$ cat config.mk
export PLATFORM = sky130hd
export DESIGN_NAME = gpio_banked
export DESIGN_NICKNAME = d
export VERILOG_FILES = /design/src/rtl/gpio_pkg.sv /design/src/rtl/gpio_sync.sv /design/src/rtl/gpio_bank.sv /design/src/rtl/gpio_banked.sv
export SDC_FILE = /design/constraint.sdc
export NUM_CORES = 1
export LEC_CHECK = 0
export ABC_CLOCK_PERIOD_IN_PS = 1530
export BUFFER_PORTS_ARGS = -buffer_cell sky130_fd_sc_hd__buf_2
export CELL_PAD_IN_SITES_DETAIL_PLACEMENT = 2
export CELL_PAD_IN_SITES_GLOBAL_PLACEMENT = 2
export CORE_MARGIN = 2
export CORE_UTILIZATION = 36
export CTS_CLUSTER_DIAMETER = 30
export DETAILED_ROUTE_END_ITERATION = 8
export PLACE_DENSITY_LB_ADDON = 0.1
export SLEW_MARGIN = 30
export SYNTH_ARGS = -nofsm -noshare
export SYNTH_HDL_FRONTEND = slang
export SYNTH_SLANG_ARGS = --single-unit
$ cat constraint.sdc
create_clock -name clk -period 1.53 [get_ports clk]
set_input_delay 0 -clock clk [delete_from_list [all_inputs] [get_ports clk]]
set_output_delay 0 -clock clk [all_outputs]
set_load 0.05 [all_outputs]
$ cat src/rtl/gpio_pkg.sv
package gpio_pkg;

    // Register slot inside a bank; the numeric order fixes the address map.
    typedef enum logic [2:0] {
        SLOT_ENABLE = 3'd0,
        SLOT_DIR    = 3'd1,
        SLOT_LEVEL  = 3'd2,
        SLOT_RISE   = 3'd3,
        SLOT_FALL   = 3'd4,
        SLOT_MASK   = 3'd5,
        SLOT_SPARE  = 3'd6,
        SLOT_STATUS = 3'd7
    } slot_e;

    typedef struct packed {
        logic       wr;
        logic       bank;
        slot_e      slot;
        logic [1:0] byte_idx;
        logic [7:0] data;
    } bus_req_t;

    localparam int MAX_BANK_PINS = 32;

    function automatic bus_req_t decode_req(input logic [5:0] addr,
                                            input logic       wr,
                                            input logic [7:0] wdata);
        bus_req_t r;
        r.wr       = wr;
        r.bank     = addr[5];
        r.slot     = slot_e'(addr[4:2]);
        r.byte_idx = addr[1:0];
        r.data     = wdata;
        return r;
    endfunction

    function automatic logic [7:0] pick_byte(input logic [31:0] vec,
                                             input logic [1:0]  idx);
        return vec[{idx, 3'b000} +: 8];
    endfunction

endpackage

$ cat src/rtl/gpio_sync.sv
module gpio_sync #(
    parameter int WIDTH = 8
) (
    input  logic             clk,
    input  logic             rst,
    input  logic [WIDTH-1:0] d,
    output logic [WIDTH-1:0] q
);
    logic [WIDTH-1:0] meta_q;

    always_ff @(posedge clk) begin
        if (rst) begin
            meta_q <= '0;
            q      <= '0;
        end else begin
            meta_q <= d;
            q      <= meta_q;
        end
    end
endmodule

$ cat src/rtl/gpio_bank.sv
module gpio_bank
    import gpio_pkg::*;
#(
    parameter int NPINS = 8
) (
    input  logic             clk,
    input  logic             rst,
    input  bus_req_t         req,
    input  logic             bank_hit,
    input  logic [NPINS-1:0] pin_sync,
    output logic [7:0]       rd_byte,
    output logic [NPINS-1:0] oe,
    output logic [NPINS-1:0] lvl_out,
    output logic             pend
);
    localparam int PADW = MAX_BANK_PINS;

    logic [NPINS-1:0] en_q, dir_q, lvl_q, rise_q, fall_q, mask_q, spare_q, sts_q;
    logic [NPINS-1:0] prev_q;
    logic [NPINS-1:0] hit, clr, level_view;
    logic             wr_here;

    assign wr_here = req.wr && bank_hit;

    always_ff @(posedge clk) begin
        if (rst) prev_q <= '0;
        else     prev_q <= pin_sync;
    end

    genvar i;
    generate
        for (i = 0; i < NPINS; i++) begin : g_pin
            localparam logic [1:0] BY = 2'(i / 8);
            localparam int         BI = i % 8;
            logic wsel;

            assign wsel   = wr_here && (req.byte_idx == BY);
            assign hit[i] = en_q[i] &&
                            ((rise_q[i] &&  pin_sync[i] && !prev_q[i]) ||
                             (fall_q[i] && !pin_sync[i] &&  prev_q[i]));
            assign clr[i] = wsel && (req.slot == SLOT_STATUS) && req.data[BI];
            assign level_view[i] = en_q[i] && (dir_q[i] ? pin_sync[i] : lvl_q[i]);

            always_ff @(posedge clk) begin
                if (rst) begin
                    en_q[i]    <= 1'b0;
                    dir_q[i]   <= 1'b1;
                    lvl_q[i]   <= 1'b0;
                    rise_q[i]  <= 1'b0;
                    fall_q[i]  <= 1'b0;
                    mask_q[i]  <= 1'b0;
                    spare_q[i] <= 1'b0;
                    sts_q[i]   <= 1'b0;
                end else begin
                    if (wsel) begin
                        case (req.slot)
                            SLOT_ENABLE: en_q[i]    <= req.data[BI];
                            SLOT_DIR:    dir_q[i]   <= req.data[BI];
                            SLOT_LEVEL:  lvl_q[i]   <= req.data[BI];
                            SLOT_RISE:   rise_q[i]  <= req.data[BI];
                            SLOT_FALL:   fall_q[i]  <= req.data[BI];
                            SLOT_MASK:   mask_q[i]  <= req.data[BI];
                            SLOT_SPARE:  spare_q[i] <= req.data[BI];
                            default: ;
                        endcase
                    end
                    // a fresh edge outranks a clearing write
                    sts_q[i] <= hit[i] || (sts_q[i] && !clr[i]);
                end
            end

            assert_w1c_clears_R9: assert property (@(posedge clk) disable iff (rst)
                (clr[i] && !hit[i]) |=> !sts_q[i]);
            assert_edge_wins_R10: assert property (@(posedge clk) disable iff (rst)
                hit[i] |=> sts_q[i]);
            assert_sticky_R9: assert property (@(posedge clk) disable iff (rst)
                (sts_q[i] && !clr[i]) |=> sts_q[i]);
            assert_disabled_quiet_R8: assert property (@(posedge clk) disable iff (rst)
                $rose(sts_q[i]) |-> $past(en_q[i]));
        end
    endgenerate

    assign oe      = en_q & ~dir_q;
    assign lvl_out = lvl_q;
    assign pend    = |(sts_q & mask_q);

    always_comb begin
        logic [PADW-1:0] v;
        case (req.slot)
            SLOT_ENABLE: v = PADW'(en_q);
            SLOT_DIR:    v = PADW'(dir_q);
            SLOT_LEVEL:  v = PADW'(level_view);
            SLOT_RISE:   v = PADW'(rise_q);
            SLOT_FALL:   v = PADW'(fall_q);
            SLOT_MASK:   v = PADW'(mask_q);
            SLOT_SPARE:  v = PADW'(spare_q);
            default:     v = PADW'(sts_q);
        endcase
        rd_byte = pick_byte(v, req.byte_idx);
    end
endmodule

$ cat src/rtl/gpio_banked.sv
module gpio_banked
    import gpio_pkg::*;
#(
    parameter int CORE_PINS = 10,
    parameter int RES_PINS  = 6
) (
    input  logic                          clk,
    input  logic                          rst,
    input  logic [5:0]                    bus_addr,
    input  logic                          bus_wr,
    input  logic [7:0]                    bus_wdata,
    output logic [7:0]                    bus_rdata,
    input  logic [CORE_PINS+RES_PINS-1:0] pad_in,
    output logic [CORE_PINS+RES_PINS-1:0] pad_out,
    output logic [CORE_PINS+RES_PINS-1:0] pad_oe,
    output logic                          evt_out
);
    localparam int NPIN = CORE_PINS + RES_PINS;

    bus_req_t        req;
    logic [NPIN-1:0] pin_sync;
    logic [7:0]      core_rd, res_rd;
    logic            core_pend, res_pend;

    assign req = decode_req(bus_addr, bus_wr, bus_wdata);

    gpio_sync #(.WIDTH(NPIN)) u_sync (
        .clk (clk),
        .rst (rst),
        .d   (pad_in),
        .q   (pin_sync)
    );

    gpio_bank #(.NPINS(CORE_PINS)) u_core (
        .clk      (clk),
        .rst      (rst),
        .req      (req),
        .bank_hit (!req.bank),
        .pin_sync (pin_sync[CORE_PINS-1:0]),
        .rd_byte  (core_rd),
        .oe       (pad_oe[CORE_PINS-1:0]),
        .lvl_out  (pad_out[CORE_PINS-1:0]),
        .pend     (core_pend)
    );

    gpio_bank #(.NPINS(RES_PINS)) u_res (
        .clk      (clk),
        .rst      (rst),
        .req      (req),
        .bank_hit (req.bank),
        .pin_sync (pin_sync[NPIN-1:CORE_PINS]),
        .rd_byte  (res_rd),
        .oe       (pad_oe[NPIN-1:CORE_PINS]),
        .lvl_out  (pad_out[NPIN-1:CORE_PINS]),
        .pend     (res_pend)
    );

    assign bus_rdata = req.bank ? res_rd : core_rd;
    assign evt_out   = core_pend | res_pend;

    assert_reset_quiet_R1: assert property (@(posedge clk)
        rst |=> (!evt_out && pad_oe == '0));
    assert_oe_needs_write_R3: assert property (@(posedge clk) disable iff (rst)
        $rose(|pad_oe) |-> $past(bus_wr));
endmodule

* Word level (Yosys, flattened, before mapping)
Index checks and enable logic that the tools add are counted.
** Storage, ports and cells
- Flip-flop bits (word level) :: 176
- Bits in latches :: 0
- RAM bits :: 0
- Bits in read-only memories :: 0
- Input bits :: 33
- Output and inout bits :: 41
- Logic and storage cells :: 410
- Memories :: 0
** Cells by class
- Add/sub/neg operators :: 0
- Multiply operators :: 0
- Divide/modulo/power cells :: 0
- $lt $le $gt $ge :: 0
- Eq/ne operators :: 8
- Shifts and indexed selects :: 2
- Muxes and demuxes :: 19
- Bitwise logic cells :: 7
- Reduce and logical (&&, ||, !) cells :: 242
** Operators with widths (number)
- logical AND 1 bit :: 136
- case mux 10 bit (7 select lines) :: 1
- variable part select 32 x 6 -> 8 bit :: 2
- logical NOT 1 bit :: 49
- case mux 6 bit (7 select lines) :: 1
- AND reduction 2 bit :: 21
- logical OR 1 bit :: 32
- AND 10 bit :: 2
- 2-to-1 mux 1 bit :: 16
- AND 6 bit :: 2
- equality test 3 bit, second input constant :: 4
- NOT 10 bit :: 1
- OR reduction 10 bit :: 1
- 2-to-1 mux 8 bit :: 1
- equality test 3 x 2 -> 1 bit, second input constant :: 2
- NOT 6 bit :: 1
- OR reduction 6 bit :: 1
- equality test 3 x 1 -> 1 bit, second input constant :: 1
- logical NOT 3 bit :: 1
- equality test 2 x 1 -> 1 bit, second input constant :: 1
- logical NOT 2 bit :: 1
- OR 1 bit :: 1

* Logic depth before layout (Yosys ltp)
Gate-level depths: netlist of the first run.
- Word-level depth :: 8
- Gate-level depth with buffers :: 8
- Gate-level depth less buffers :: 5

* Modules after synthesis
A second synthesis of the first run with hierarchy kept.
** Second synthesis, totals
- Cells, all modules :: 858
- Area total of the unflattened synthesis :: 8012.7 µm²
** Modules (own cells, without submodules)
- gpio_bank at u_core :: instances 1, cells each 484, area an instance 4341.7 µm², sequential area each 1801.7 µm²
- gpio_bank at u_res :: instances 1, cells each 296, area an instance 2666.3 µm², sequential area each 1081.0 µm²
- gpio_sync :: instances 1, cells each 67, area an instance 863.3 µm², sequential area each 640.6 µm²
- gpio_banked :: instances 1, cells each 11, area an instance 141.4 µm², sequential area each 0.0 µm²

* Worst setup path before layout of the first run
No wires, ideal clock.
- Kind :: reg2out
- Start point :: register u_core.lvl_q[3], in the netlist u_core.lvl_out[3]
- End point :: output bus_rdata[3]
- Arrival :: 2068 ps
- Required time :: 1530 ps
- Path slack :: -538 ps
- Cell stages (with the launch flop) :: 5
- Path buffers :: 0
- Cells stage by stage :: dfxtp_1 -> mux2i_1 -> a21oi_1 -> a2111oi_0 -> nor3_1
** Between the ends
- Word-level cells in the longest chain between the ends :: 5
** Ends and longest elaborated chain
- start: declaration :: line gpio_bank.sv:18 : logic [NPINS-1:0] en_q, dir_q, lvl_q, rise_q, fall_q, mask_q, spare_q, sts_q;
- start signal: indexed assignment :: line gpio_bank.sv:59 : SLOT_LEVEL: lvl_q[i] <= req.data[BI];
- 2-to-1 mux 1 bit :: line gpio_bank.sv:42 : assign level_view[i] = en_q[i] && (dir_q[i] ? pin_sync[i] : lvl_q[i]);
- logical AND 1 bit :: line gpio_bank.sv:42
- case mux 10 bit (7 select lines) :: line gpio_bank.sv:89 : case (req.slot)
- variable part select 32 x 6 -> 8 bit :: line gpio_pkg.sv:39 : return vec[{idx, 3'b000} +: 8];
- 2-to-1 mux 8 bit :: line gpio_banked.sv:58 : assign bus_rdata = req.bank ? res_rd : core_rd;
- end: declaration :: line gpio_banked.sv:12 : output logic [7:0] bus_rdata,
Every way passes these cells.

* Final worst setup path of the first run
- Start point :: register u_core.dir_q[4]
- End point :: output bus_rdata[4]
** Between the ends
- Word-level cells in the longest chain between the ends :: 5
** Ends and longest elaborated chain
- start: declaration :: line gpio_bank.sv:18
- start signal: indexed assignment :: line gpio_bank.sv:58 : SLOT_DIR: dir_q[i] <= req.data[BI];
- 2-to-1 mux 1 bit :: line gpio_bank.sv:42
- logical AND 1 bit :: line gpio_bank.sv:42
- case mux 10 bit (7 select lines) (*) :: line gpio_bank.sv:89
- variable part select 32 x 6 -> 8 bit (*) :: line gpio_pkg.sv:39
- 2-to-1 mux 8 bit (*) :: line gpio_banked.sv:58
Every way passes the cells marked *; elsewhere a longest branch is shown, timed or not.

==> results.ini, run 1 <==
[run_status]
status = finished, violations left
failed_checks = setup timing

[grt]
grt_pass1_wl_mm = 49.2
grt_pass1_vias = 8422
grtUsageTotal = 0.290
grt_max_degree = 48
overflow = 0
antenna_found_initial = 0

[hold_path]
worstHoldStart = bus_wdata[4]
hp-class = input pin to register

[layout]
n_antenna_cell = 0
layout_commonest_cell = dfxtp_1
fin_nets = 1094
drive_gt1_frac = 0.260
fill_cells = 2263
seq_area_um2 = 3550
area_delta_synth_final_pct = 33.3
multi_input_area_um2 = 4200
mostFrequentLayoutCells = dfxtp_1, nand2_1, buf_4

[synthesis]
postSynthAreaPerCell_um2 = 8.57
synth-seq-area-share = 0.456
synth_area_um2 = 7730
syn-num-nets = 935
synth.distinct_cells = 43
synth-main-ff-cell = dfxtp_1
synthCells = 902
synth_edf_count = 0
synthArstFlopShare = 0
yosysWarnings = 0
synth-seq-cells = 176

[placed_design]
gp_congestion = 0.838
pre_cts_ws_ps = -298
hpwl_mm = 21.6
port_buffers = 73

[timing]
hold_viol_final = 0
grt_setup_unrepaired = yes
slew_headroom = 0.592
skew_ps = 8.45
drv_slew = 0
fmax_ghz = 0.492
setup_violations = 9
worstMarginPinSlew_ps = 613
setup_slack_ps = -501
min_period_ps = 2030
fin_crit_sh = 1.33

[floorplanning]
dieArea_um2 = 22700
std_cell_rows = 53
design.core.area_um2 = 21000
dieHeight_um = 151
start_util = 0.368
die_w_um = 151
io_pins = 74

[pwr]
swShare = 0.265
powerDensity_nw_per_um2 = 989
p_leak_nw = 3.91
clkPwrFrac = 0.447
peakVddDrop_v = 0.000645
switchingPower_mw = 2.70
internal_power_mw = 7.49
pwr-share-seq = 0.460
comb_power_share = 0.093
power.total_mw = 10.2

[clock_network]
clockBufferDepth = 2
cts_max_level = 4
cts_made_buffers = 17
clock_latency_ps = 440
cts-root-buf = clkbuf_16
cts_tree = done
clk_pin_slew_ps = 70
clock-sinks = 176

[setup_path]
end_kind = output port
required_ps = 1530
crit_fanout = 2
r2r_start = u_sync.q[12]
reg2reg_slack_ps = 430
critPathArrivalTime_ps = 2030
path_class = register to output port
cp-start-kind = register
startpoint = u_core.dir_q[4]

[drt]
wl_per_cell_um = 24.1
route.vias.total = 7663
drt_wl_total_mm = 32.5
drcViolationCount = 0
dr.pass1.iters = 5
drt_iter0_drc = 454
ant_nets = 0
viasPerCell = 5.68

[flow_run]
maxCapViolCount = 0

==> metrics by stage <==
| step | hold WS (ps) | utilization | setup TNS, ps | area, um^2 | instances |
|---|---|---|---|---|---|
| detailed placement | 220 | 0.438 | -17310 | 9210 | 1291 |
| global route | 29.7 | 0.490 | -4040 | 10300 | 1349 |
| CTS | 1.02 | 0.485 | -3000 | 10200 | 1346 |
| floorplan | 128 | - | -123 | 7790 | 902 |
| global placement | 207 | 0.438 | -10550 | 9210 | 1291 |
| finish | 22.9 | 0.490 | -3370 | 10300 | 1349 |
==> path summary, 6_finish.rpt <==
check / endpoint / depth (start not counted)
worst min register to register: u_sync.q[12] / 1
worst max-delay path: bus_rdata[4] / 7
worst max register to register: u_res.sts_q[2] / 4
worst min-delay path: u_res.en_q[4] / 3
==> Yosys cell counts (5+ instances only) <==
cell type / instances / area, um^2
nand3_1: 61 / 305
and3_1: 11 / 68.8
a21oi_1: 64 / 320
o21ai_0: 36 / 180
nor3_1: 5 / 25.0
buf_2: 8 / 40.0
clkbuf_1: 46 / 173
a221oi_1: 12 / 105
nor2_1: 80 / 300
dfxtp_1: 176 / 3520
a211o_1: 9 / 78.8
mux2_2: 11 / 124
a22oi_1: 27 / 203
nand3b_1: 22 / 165
nand2_1: 136 / 510
buf_1: 6 / 22.5
nor2b_1: 70 / 438
a22o_1: 6 / 52.6
mux2i_1: 73 / 731
==> sequential cells by signal, summed over array words and instances, names as in the netlist, 10 cells and up <==
register	count
u_core.spare_q	10
u_core.lvl_out	10
u_core.prev_q	10
u_core.mask_q	10
u_core.dir_q	10
u_core.rise_q	10
u_core.fall_q	10
u_sync.meta_q	16
u_core.sts_q	10
u_sync.q	16
u_core.en_q	10
==> critical path: stages, from the launching register on <==
cell,delay [ps]
dfxtp_1,340
mux2_2,290
a221oi_2,250
a21oi_1,100
a2111oi_2,250
buf_4,190
nor3_4,40
buf_6,140
==> per-layer routing <==
metal | global-route usage | part of all wire | wire [um] | vias to the layer above
met1 | 0.349 | 0.42 | 13800 | 3903
met4 | 0.104 | 0.026 | 842 | 0
li1 | - | - | - | 3473
met3 | 0.0558 | 0.041 | 1330 | 69
met2 | 0.513 | 0.51 | 16500 | 218
met5 | 0 | 0 | 0 | -
==> what timing repair did <==
item / CTS / global route
hold buffers: 22 / 0
setup endpoints to repair: 9 / 16
gates resized for setup: 48 / 21
pin swaps: 15 / 8
setup buffers: 1 / 3
hold endpoints to repair: 65 / 0
==> layout make-up <==
cell class	count	area share
Multi-Input combinational cell	666	0.408
Sequential cell	176	0.345
Timing Repair Buffer	200	0.156
Clock buffer	18	0.0426
Tap cell	275	0.0334
Clock inverter	14	0.0151
==> power groups by stage <==
stage / logic [mW] / registers, mW / clock network, mW
after floorplan: 0.433 / 4.78 / 0
after global placement: 0.804 / 4.78 / 0
after detailed placement: 0.833 / 4.79 / 0
after CTS: 0.916 / 4.68 / 4.61
after global routing: 1.01 / 4.69 / 4.83
final: 0.948 / 4.68 / 4.56
==> cells by family (layout without fill, tap and decap cells) <==
family	count (synthesis)	count (layout)	share of synthesized area
and+or+nand+nor	406	406	0.258
AOI/OAI and AO/OA	176	176	0.145
DFF	176	176	0.456
muxes	84	84	0.111
buffers and inverters	60	232	0.0304
Power figures use the tool's default switching activity.
==> inputs of run 2 (changes only) <==
CORE_UTILIZATION = 37   (was 36)
SYNTH_HIERARCHICAL = 1   (was not set)
==> run 2 against run 1 <==
The run still ends with setup timing left; via count down 7.7%; first-iteration DRC count down 26%; sequential power is essentially flat; fmax down 8.0%; clock power decreased by 2%; clock skew up 5.9 ps; worst hold slack improved by 23 ps; worst setup slack lost 180 ps; combinational power is 2% lower; largest power group unchanged; cell count is 3.2% lower; non-clock buffer count is 4 lower; total power decreased by 0.92%; largest cell class unchanged.
==> results.ini, run 2 <==
[run_status]
status = finished, violations left
failed_checks = setup timing

[synthesis]
synth-main-ff-cell = dfxtp_1
synth.most_common_cell = dfxtp_1
synth-simple-area-share = 0.214
synth-seq-cells = 176
synth_top_area_share = 0.440
synth-adder-area-share = 0
synth-seq-area-share = 0.440
synthMuxAreaShare = 0.186
synthArstFlopShare = 0
yosysWarnings = 6
synth_top_area_cell = dfxtp_1
synth_edf_count = 0
synthCells = 858
postSynthAreaPerCell_um2 = 9.34
synth_top_family_by_area = simple AND/OR/NAND/NOR gates
synth_common_cells = dfxtp_1, mux2i_1, nor2_1
synth.distinct_cells = 60
synthTopCellsByArea = dfxtp_1, mux2i_1, nor2_1
synth_xor_area_frac = 0
synth_area_um2 = 8010
synth_compound_area_frac = 0.119

[hold_path]
hp-class = input pin to register
worstHoldStart = bus_wdata[5]
whs_path_depth = 3

[grt]
grt_pass1_wl_mm = 46.4
use_met1 = 0.345
grt_pass1_vias = 7901
use_met3 = 0.0464
antenna_found_initial = 0
top_usage_layer = met2
gr-usage-met2 = 0.473
overflow = 0
grt_max_degree = 116
grtUsageTotal = 0.273

[pwr]
peakVddDrop_v = 0.000767
p_leak_nw = 4.40
powerDensity_nw_per_um2 = 964

[timing]
fin_crit_sh = 1.44
setup_violations = 9
drv_slew = 0
tns_ps = -3730
min_period_ps = 2210
grt_setup_unrepaired = yes
worstMarginPinSlew_ps = 642
skew_ps = 14.4
hold_ws_ps = 46.0
setup_slack_ps = -676
fmax_ghz = 0.453
slew_headroom = 0.569
hold_viol_final = 0

[layout]
drive_gt1_frac = 0.278
stdcell_count = 1306
area_delta_synth_final_pct = 30.7
fin_nets = 1051
n_antenna_cell = 0
layout_commonest_cell = dfxtp_1
mostFrequentLayoutCells = dfxtp_1, mux2i_1, nor2_1
largestRegisters = u_sync/meta_q (16), u_sync/q (16)

[placed_design]
place_inst = 1248
gp_congestion = 0.871
hpwl_mm = 20.7
pre_cts_ws_ps = -366
port_buffers = 73

[setup_path]
critPathArrivalTime_ps = 2210
path_class = register to output port
crit_chain = mux2_4, o221a_1, a311oi_2, o22ai_2, mux2_4, buf_8
startpoint = u_core/fall_q[0]
slowest_stage = dfxtp_1
cp-start-kind = register
r2r_start = u_sync/q[9]
crit_top_cell = mux2_4
end_kind = output port
required_ps = 1530
r2r_cells = 5
crit_fanout = 2
slowest_delay_ps = 320

[clock_network]
cts_tree = done
clk_pin_slew_ps = 80
cts_made_buffers = 17
cts_max_level = 4
clockBufferDepth = 2
cts-root-buf = clkbuf_16
clock-sinks = 176
clock_latency_ps = 450

[floorplanning]
dieHeight_um = 151
die_w_um = 151
design.core.area_um2 = 21200
std_cell_rows = 53
dieArea_um2 = 22800
start_util = 0.379
io_pins = 74

[drt]
ant_nets = 0
wl_per_cell_um = 23.3
drcViolationCount = 0
viasPerCell = 5.42
route.vias.total = 7072
drt_iter0_drc = 335
drt_wl_total_mm = 30.4
dr.pass1.iters = 4

[flow_run]
maxCapViolCount = 0

[run 2: changes by cell type after synthesis, sizes merged, moves of 12 or more]
cell and change:
a21oi -36, a22oi -21, buf +12, clkbuf -16, inv +13, mux2i +49, nand2 -66, nand3 -50
nor2 +30, o21ai +17
[run 2: what timing repair did]
action / CTS / global route
buffers inserted: 3 / 2
cloned: 0 / 0
pin swaps: 21 / 8
hold buffers: 21 / 0
endpoints found under the setup margin: 9 / 10
resized for setup: 60 / 9
endpoints found under the hold margin: 35 / 0
[run 2: area by class of cell]
type,count,area (um^2)
Fill cell,2231,10700
Multi-Input combinational cell,613,4300
Sequential cell,176,3550
Timing Repair Buffer,196,1620
Clock buffer,17,425
Tap cell,275,344
Clock inverter,15,180
Inverter,14,52.6
[run 2: worst paths after layout]
| kind | endpoint | slack, ps |
|---|---|---|
| worst max-delay path | bus_rdata[0] | -680 |
| worst min-delay path | u_core/fall_q[5] | 50 |
| worst max register to register | u_core/sts_q[9] | 310 |
| worst min register to register | u_sync/q[15] | 450 |
[run 2: metrics by stage]
stage	total power [mW]	util	cell area [um^2]
after floorplan	5.25	-	8020
after global placement	5.58	0.443	9380
after detailed placement	5.62	0.443	9380
after CTS	10.2	0.493	10400
after global routing	10.5	0.495	10500
final	10.1	0.495	10500
[run 2: worst max-delay path, delay by kind of cell (launching register included)]
kind	cells	cell delay [ps]
muxes	2	590
buffers and inverters	1	150
AOI/OAI and AO/OA	3	690
DFF	1	320
[run 2: where the power goes]
group,switching [mW],total (mW),internal [mW]
Combinational,0.556,0.930,0.374
Clock,2.26,4.48,2.22
Sequential,0.0440,4.68,4.64
Total,2.86,10.1,7.23
[run 2: kinds of logic after synthesis]
| family | count (synthesis) |
|---|---|
| buffers and inverters | 70 |
| multiplexers | 143 |
| other | 1 |
| flip-flops | 176 |
| AND/OR/NAND/NOR | 322 |
| AO/OA/AOI/OAI | 146 |
[run 2: per-layer routing]
metal / vias up / share of wire
li1: 3305 / -
met1: 3590 / 0.45
met2: 139 / 0.50
met3: 38 / 0.036
met4: 0 / 0.022
met5: - / 0
